### src/rtl/vctl_pkg.sv
// Package: shared arithmetic type and clamp helper for the voltage controller.
// Assumes every intermediate value (count, gain product, code sum) fits in 32 signed bits.
package vctl_pkg;

    typedef logic signed [31:0] vctl_acc_t;

    // Limit a signed value to the closed range [lo, hi].
    function automatic vctl_acc_t vctl_clamp(input vctl_acc_t v, input vctl_acc_t lo,
                                             input vctl_acc_t hi);
        if (v < lo)
            return lo;
        if (v > hi)
            return hi;
        return v;
    endfunction

endpackage

### src/rtl/vctl_window.sv
// Window timer: counts WIN_CYCLES clocks and flags the last cycle of each window.
// Assumes WIN_CYCLES >= 2. The first window begins at the first edge after reset release.
module vctl_window #(
    parameter int WIN_CYCLES = 64
) (
    input  logic clk,
    input  logic rst_n,
    output logic win_last
);
    localparam int WIN_W = (WIN_CYCLES > 2) ? $clog2(WIN_CYCLES) : 1;
    localparam logic [WIN_W-1:0] LAST = WIN_W'(WIN_CYCLES - 1);

    logic [WIN_W-1:0] pos_q;

    // Position inside the current window, wrapping after the last cycle.
    always_ff @(posedge clk) begin
        if (!rst_n)
            pos_q <= '0;
        else if (pos_q == LAST)
            pos_q <= '0;
        else
            pos_q <= pos_q + 1'b1;
    end

    assign win_last = (pos_q == LAST);

    // after the final cycle the next window starts from position zero
    a_r2_window_wrap: assert property (@(posedge clk) disable iff (!rst_n)
        win_last |=> (pos_q == '0));

    // the closing cycle is a single cycle, never two in a row
    a_r4_close_single: assert property (@(posedge clk) disable iff (!rst_n)
        win_last |=> !win_last);

endmodule

### src/rtl/vctl_err_count.sv
// Saturating error counter: accumulates err_pulse over a window and latches the
// final count (including the closing cycle) when win_last is high, then restarts at zero.
// Assumes err_pulse is synchronous to clk.
module vctl_err_count #(
    parameter int CNT_W = 5
) (
    input  logic             clk,
    input  logic             rst_n,
    input  logic             err_pulse,
    input  logic             win_last,
    output logic [CNT_W-1:0] samp_cnt,
    output logic             samp_vld
);
    localparam logic [CNT_W-1:0] SAT = {CNT_W{1'b1}};

    logic [CNT_W-1:0] cnt_q;
    logic [CNT_W-1:0] cnt_inc;

    // Count including this cycle's pulse, held at the ceiling.
    always_comb begin
        if (err_pulse && (cnt_q != SAT))
            cnt_inc = cnt_q + 1'b1;
        else
            cnt_inc = cnt_q;
    end

    // Running count; cleared when a window closes.
    always_ff @(posedge clk) begin
        if (!rst_n)
            cnt_q <= '0;
        else if (win_last)
            cnt_q <= '0;
        else
            cnt_q <= cnt_inc;
    end

    // Latch the closed window's count and raise a one-cycle valid.
    always_ff @(posedge clk) begin
        if (!rst_n) begin
            samp_cnt <= '0;
            samp_vld <= 1'b0;
        end else begin
            samp_vld <= win_last;
            if (win_last)
                samp_cnt <= cnt_inc;
        end
    end

    // a saturated count stays saturated until the window closes
    a_r3_no_overflow: assert property (@(posedge clk) disable iff (!rst_n)
        (cnt_q == SAT && !win_last) |=> (cnt_q == SAT));

    // every window's count starts from zero
    a_r2_count_clear: assert property (@(posedge clk) disable iff (!rst_n)
        win_last |=> (cnt_q == '0));

    // the count never decreases inside a window
    a_r3_monotonic: assert property (@(posedge clk) disable iff (!rst_n)
        !win_last |=> (cnt_q >= $past(cnt_q)));

endmodule

### src/rtl/vctl_step.sv
// Proportional step and clamp: captures target and gain in the closing cycle, and on the
// following cycle adds floor(gain*(count-target)/2^SHIFT) to the code, clamped to range.
// Assumes CNT_W + GAIN_W + CODE_W stays well below 30 so 32-bit arithmetic cannot overflow.
module vctl_step
    import vctl_pkg::*;
#(
    parameter int CNT_W    = 5,
    parameter int GAIN_W   = 4,
    parameter int CODE_W   = 8,
    parameter int SHIFT    = 2,
    parameter int CODE_MIN = 120,
    parameter int CODE_MAX = 180
) (
    input  logic              clk,
    input  logic              rst_n,
    input  logic              win_last,
    input  logic [CNT_W-1:0]  target_cnt,
    input  logic [GAIN_W-1:0] gain,
    input  logic [CNT_W-1:0]  samp_cnt,
    input  logic              samp_vld,
    output logic [CODE_W-1:0] vcode,
    output logic              vcode_upd
);
    localparam vctl_acc_t LO = vctl_acc_t'(CODE_MIN);
    localparam vctl_acc_t HI = vctl_acc_t'(CODE_MAX);

    logic [CNT_W-1:0]  tgt_q;
    logic [GAIN_W-1:0] gain_q;
    vctl_acc_t         diff;
    vctl_acc_t         prod;
    vctl_acc_t         stepv;
    vctl_acc_t         nxt;

    // Capture target and gain only in the closing cycle of a window.
    always_ff @(posedge clk) begin
        if (!rst_n) begin
            tgt_q  <= '0;
            gain_q <= '0;
        end else if (win_last) begin
            tgt_q  <= target_cnt;
            gain_q <= gain;
        end
    end

    // Signed error, proportional product, arithmetic shift (floor), clamped sum.
    always_comb begin
        diff  = vctl_acc_t'(32'(samp_cnt)) - vctl_acc_t'(32'(tgt_q));
        prod  = diff * vctl_acc_t'(32'(gain_q));
        stepv = prod >>> SHIFT;
        nxt   = vctl_clamp(vctl_acc_t'(32'(vcode)) + stepv, LO, HI);
    end

    // Code register and update strobe; the code moves only with the strobe.
    always_ff @(posedge clk) begin
        if (!rst_n) begin
            vcode     <= CODE_W'(CODE_MAX);
            vcode_upd <= 1'b0;
        end else begin
            vcode_upd <= samp_vld;
            if (samp_vld)
                vcode <= CODE_W'(nxt);
        end
    end

    // a window whose count equals the target leaves the code unchanged
    a_r6_on_target_hold: assert property (@(posedge clk) disable iff (!rst_n)
        (samp_vld && samp_cnt == tgt_q) |=> $stable(vcode));

    // above target never lowers the code
    a_r5_raise_dir: assert property (@(posedge clk) disable iff (!rst_n)
        (samp_vld && samp_cnt > tgt_q) |=> (vcode >= $past(vcode)));

    // below target never raises the code
    a_r5_lower_dir: assert property (@(posedge clk) disable iff (!rst_n)
        (samp_vld && samp_cnt < tgt_q) |=> (vcode <= $past(vcode)));

endmodule

### src/rtl/vctl_rate_ctrl.sv
// Top: error-rate proportional voltage controller. Counts timing errors per window,
// compares against a target at the window close, and steps a clamped regulator code.
// Assumes WIN_CYCLES is about the regulator's minimum step settling time.
module vctl_rate_ctrl #(
    parameter int WIN_CYCLES = 64,
    parameter int CNT_W      = 5,
    parameter int GAIN_W     = 4,
    parameter int CODE_W     = 8,
    parameter int SHIFT      = 2,
    parameter int CODE_MIN   = 120,
    parameter int CODE_MAX   = 180
) (
    input  logic              clk,
    input  logic              rst_n,
    input  logic              err_pulse,
    input  logic [CNT_W-1:0]  target_cnt,
    input  logic [GAIN_W-1:0] gain,
    output logic [CODE_W-1:0] vcode,
    output logic              vcode_upd
);
    logic             win_last;
    logic [CNT_W-1:0] samp_cnt;
    logic             samp_vld;

    vctl_window #(.WIN_CYCLES(WIN_CYCLES)) u_window (
        .clk      (clk),
        .rst_n    (rst_n),
        .win_last (win_last)
    );

    vctl_err_count #(.CNT_W(CNT_W)) u_count (
        .clk       (clk),
        .rst_n     (rst_n),
        .err_pulse (err_pulse),
        .win_last  (win_last),
        .samp_cnt  (samp_cnt),
        .samp_vld  (samp_vld)
    );

    vctl_step #(
        .CNT_W    (CNT_W),
        .GAIN_W   (GAIN_W),
        .CODE_W   (CODE_W),
        .SHIFT    (SHIFT),
        .CODE_MIN (CODE_MIN),
        .CODE_MAX (CODE_MAX)
    ) u_step (
        .clk        (clk),
        .rst_n      (rst_n),
        .win_last   (win_last),
        .target_cnt (target_cnt),
        .gain       (gain),
        .samp_cnt   (samp_cnt),
        .samp_vld   (samp_vld),
        .vcode      (vcode),
        .vcode_upd  (vcode_upd)
    );

    // a reset edge leaves the code at the maximum and no strobe
    a_r1_reset_state: assert property (@(posedge clk)
        !rst_n |=> (vcode == CODE_W'(CODE_MAX) && !vcode_upd));

    // the code stays inside the allowed range
    a_r7_in_range: assert property (@(posedge clk) disable iff (!rst_n)
        (vcode >= CODE_W'(CODE_MIN)) && (vcode <= CODE_W'(CODE_MAX)));

    // without a strobe the code holds its value
    a_r8_hold_between: assert property (@(posedge clk) disable iff (!rst_n)
        !vcode_upd |-> $stable(vcode));

    // the strobe lasts a single cycle
    a_r4_strobe_single: assert property (@(posedge clk) disable iff (!rst_n)
        vcode_upd |=> !vcode_upd);

endmodule

### config.mk
export PLATFORM = sky130hd
export DESIGN_NAME = vctl_rate_ctrl
export DESIGN_NICKNAME = d
export VERILOG_FILES = /design/src/rtl/vctl_pkg.sv /design/src/rtl/vctl_window.sv /design/src/rtl/vctl_err_count.sv /design/src/rtl/vctl_step.sv /design/src/rtl/vctl_rate_ctrl.sv
export SDC_FILE = /design/constraint.sdc
export NUM_CORES = 1
export LEC_CHECK = 0
export BUFFER_PORTS_ARGS = -buffer_cell sky130_fd_sc_hd__buf_4
export CORE_MARGIN = 5
export CORE_UTILIZATION = 52
export CTS_BUF_LIST = sky130_fd_sc_hd__clkbuf_2 sky130_fd_sc_hd__clkbuf_4 sky130_fd_sc_hd__clkbuf_8
export CTS_CLUSTER_SIZE = 20
export DETAILED_ROUTE_END_ITERATION = 8
export PLACE_DENSITY = 0.69
export SYNTH_ARGS = -nofsm -noshare
export SYNTH_HDL_FRONTEND = slang
export SYNTH_SLANG_ARGS = --single-unit
### constraint.sdc
create_clock -name clk -period 10.9 [get_ports clk]
set_input_delay 0 -clock clk [delete_from_list [all_inputs] [get_ports clk]]
set_output_delay 0 -clock clk [all_outputs]
set_load 0.1 [all_outputs]
==> metrics.cfg <==
[power]
power.density_nw_per_um2=76.1
peakVddDrop_mv=0.163
leakage_nw=1.67

[setup_path]
path_max_fanout=10
rrSetupSlack_ps=4800
arrival_ps=6280
startpoint_type=register
worst_setup_path_end_kind=register
crit_required_ps=11080
crit_type=register to register

[sta]
hold_viol=0
finalMaxSlewViolations=0
setup_viol=0
period_share_pct=56.0
max_clock_freq_mhz=164
skew_ps=6.23
slew-limit-headroom_pct=54.4
timing.final.ws_setup_ps=4800
setup_tns_ps=0
holdWs_ps=41.1
worst-slew-pin-transition_ps=684
rsz0062_at_grt=false
finalCriticalPeriod_ps=6100

[route]
drt-total-wl_um=5890
final_antenna_net_count=0
avgViaCountPerCell=5.33
drcViolationCount=0
num_vias=2376
dr.pass1.iters=4
drt_iter0_drc=63
wl_per_cell_um=13.2

[synthesis]
synth_cells=345
yosysWarnings=0
synth_edf_count=0
ys_dominant_reg_cell=dfxtp_1
ys_ff_latch=35
synthesis.nets=407
async_flop_share_pct=0
yosys.cell_types.count=55
ys_seq_area_share_pct=23.5
syn_area_um2=2990
avgSynthCellArea_um2=8.66

[grt]
grt_start_max_net_pins=26
antenna_found_initial=0
first_global_vias=2347
gr-usage-all-layers_pct=17.5
grt_pass1_wl_um=10500
grt-ovfl-total=0

[clocking]
cts_made_buffers=5
clk_pin_slew_ps=80
clockRootBuffer=clkbuf_8
cts_max_level=2
cts.repair.resized=0
cts_tree=yes
post_cts_buffers=0
cts.sinks=35
clock_path_buffers=2
clkLatencyLatePin_ps=290

[layout]
syn2layout_area_growth_pct=13.6
drive_above_1_share_pct=10.7
fin_nets=435
n_antenna_cell=0

[place]
gp_congestion=0.890
place_ws_ps=4780
io_buffers=20
dp.final_hpwl_um=4740

[floorplan]
fp.dieArea_um2=7360
fp.dieW_um=85.8
core_um2=5540
rows=27
ios=21
fp.dieH_um=85.8
start_util_pct=53.9

[worst_hold_path]
hold_path_class=input pin to register

[run]
maxCapViolations=0

[outcome]
run_status=finished, final reports clean

synth_stat cells (all sizes together) (2+ instances only):
cell type,instances,area share [%]
inv,40,5.0
nand2,37,4.6
dfxtp,35,23
ha,35,15
and2,19,4.0
nor2,18,2.3
xnor2,16,4.9
fa,15,10
a21oi,13,2.2
a21boi,11,2.8
clkbuf,7,0.88
nor2b,7,1.7
o21ai,7,1.2
o22ai,7,1.7
xor2,7,2.1
o211a,5,1.7
or2,5,1.0
a211oi,4,1.2
and3,4,0.84
nand2b,4,0.84
nand3,4,0.67
o221ai,4,1.2
a21o,3,0.75
nor3,3,0.50
o21bai,3,0.75
or3,3,0.63
mux2i,2,0.67
nand4,2,0.42
o211ai,2,0.50
o21a,2,0.50
o221a,2,0.75
o22a,2,0.59
registers in the layout, indices dropped and copies added (netlist names):
name / flops
u_step.vcode: 8
u_window.pos_q: 6
u_count.cnt_q: 5
u_count.samp_cnt: 5
u_step.tgt_q: 5
u_step.gain_q: 4
u_count.samp_vld: 1
u_step.vcode_upd: 1
through the flow:
stage | cells | utilization (%) | power, W | instance area (µm²)
after global routing | 446 | 61.2 | 0.000271 | 3390
after CTS | 446 | 61.2 | 0.000262 | 3390
final | 446 | 61.2 | 0.000258 | 3390
after floorplan | 345 | - | 0.000139 | 2990
after global placement | 429 | 57.6 | 0.000143 | 3190
after detailed placement | 429 | 57.6 | 0.000143 | 3190
placed cells by master (no fill, tap or decap), types with 7 or more instances in the layout:
cell type / n
a21oi_1: 13
o21ai_0: 7
buf_4: 20
inv_1: 40
and2_1: 19
nand2_1: 37
fa_1: 15
a21boi_0: 10
ha_1: 35
xor2_1: 7
dlygate4sd3_1: 9
dfxtp_1: 35
xnor2_1: 15
nor2_1: 18
timing repair:
item | 4_1_cts | 5_1_grt
setup endpoints to repair | 0 | 0
hold buffers | 9 | 0
hold endpoints to repair | 9 | 0
final cells by class:
class                   count  area (µm²)
multi-input cells         262        2100
well taps                  72        90.1
fillers                   503        2150
clock buffers               5        68.8
repair buffers             29         240
inverters                  40         150
clock inverters             3        43.8
flip-flops and latches     35         701
final timing paths:
| kind | from | endpoint | cells past startpoint |
|---|---|---|---|
| setup / recovery | u_count.samp_cnt[0]$_SDFFE_PN0P_ | u_step.vcode[5]$_SDFFE_PN1P_ | 24 |
| hold / removal | rst_n | u_step.vcode[7]$_SDFFE_PN1P_ | 2 |
| setup reg to reg | u_count.samp_cnt[0]$_SDFFE_PN0P_ | u_step.vcode[5]$_SDFFE_PN1P_ | 24 |
| hold reg to reg | u_window.pos_q[0]$_SDFF_PP0_ | u_window.pos_q[0]$_SDFF_PP0_ | 1 |
logic make-up (layout without fill, tap and decap cells):
kind of cell             count (synthesis)  after routing  share of synthesized area, %
AO/OA/AOI/OAI                           77             77                          19.3
XOR/XNOR                                23             23                          6.99
adder cells (fa/ha/maj)                 50             50                          24.7
buffers and inverters                   48             77                          6.28
flip-flops                              35             35                          23.5
multiplexers                             2              2                         0.670
AND/OR/NAND/NOR                        110            110                          18.6
worst max-delay path, cell delays in order (launching register included):
cell	delay, ps
dfxtp_1	310
inv_1	50
ha_1	160
inv_1	50
fa_1	400
xor2_1	180
and2_1	170
ha_1	270
inv_1	50
fa_1	510
fa_1	550
inv_1	40
ha_1	330
a21oi_1	220
o21bai_1	100
a21oi_1	250
xnor2_1	130
ha_1	480
o2111ai_1	170
nand4_1	170
o22ai_1	160
or2_0	250
or3_1	350
a22o_1	290
o32a_1	350
layer usage:
layer / global-route usage [%] / wire length [µm] / vias to the layer above
met3: 2.88 / 192 / 6
met4: 4.89 / 58 / 0
met5: 0 / 0 / -
met1: 23.7 / 2840 / 1099
li1: - / - / 1240
met2: 28.9 / 2790 / 31
report_power, final:
group	switching, W	internal, W
clock network	0.0000472	0.0000680
logic	0.00000491	0.00000715
registers	0.00000137	0.000130
total	0.0000535	0.000205
Power figures use the tool's default switching activity.
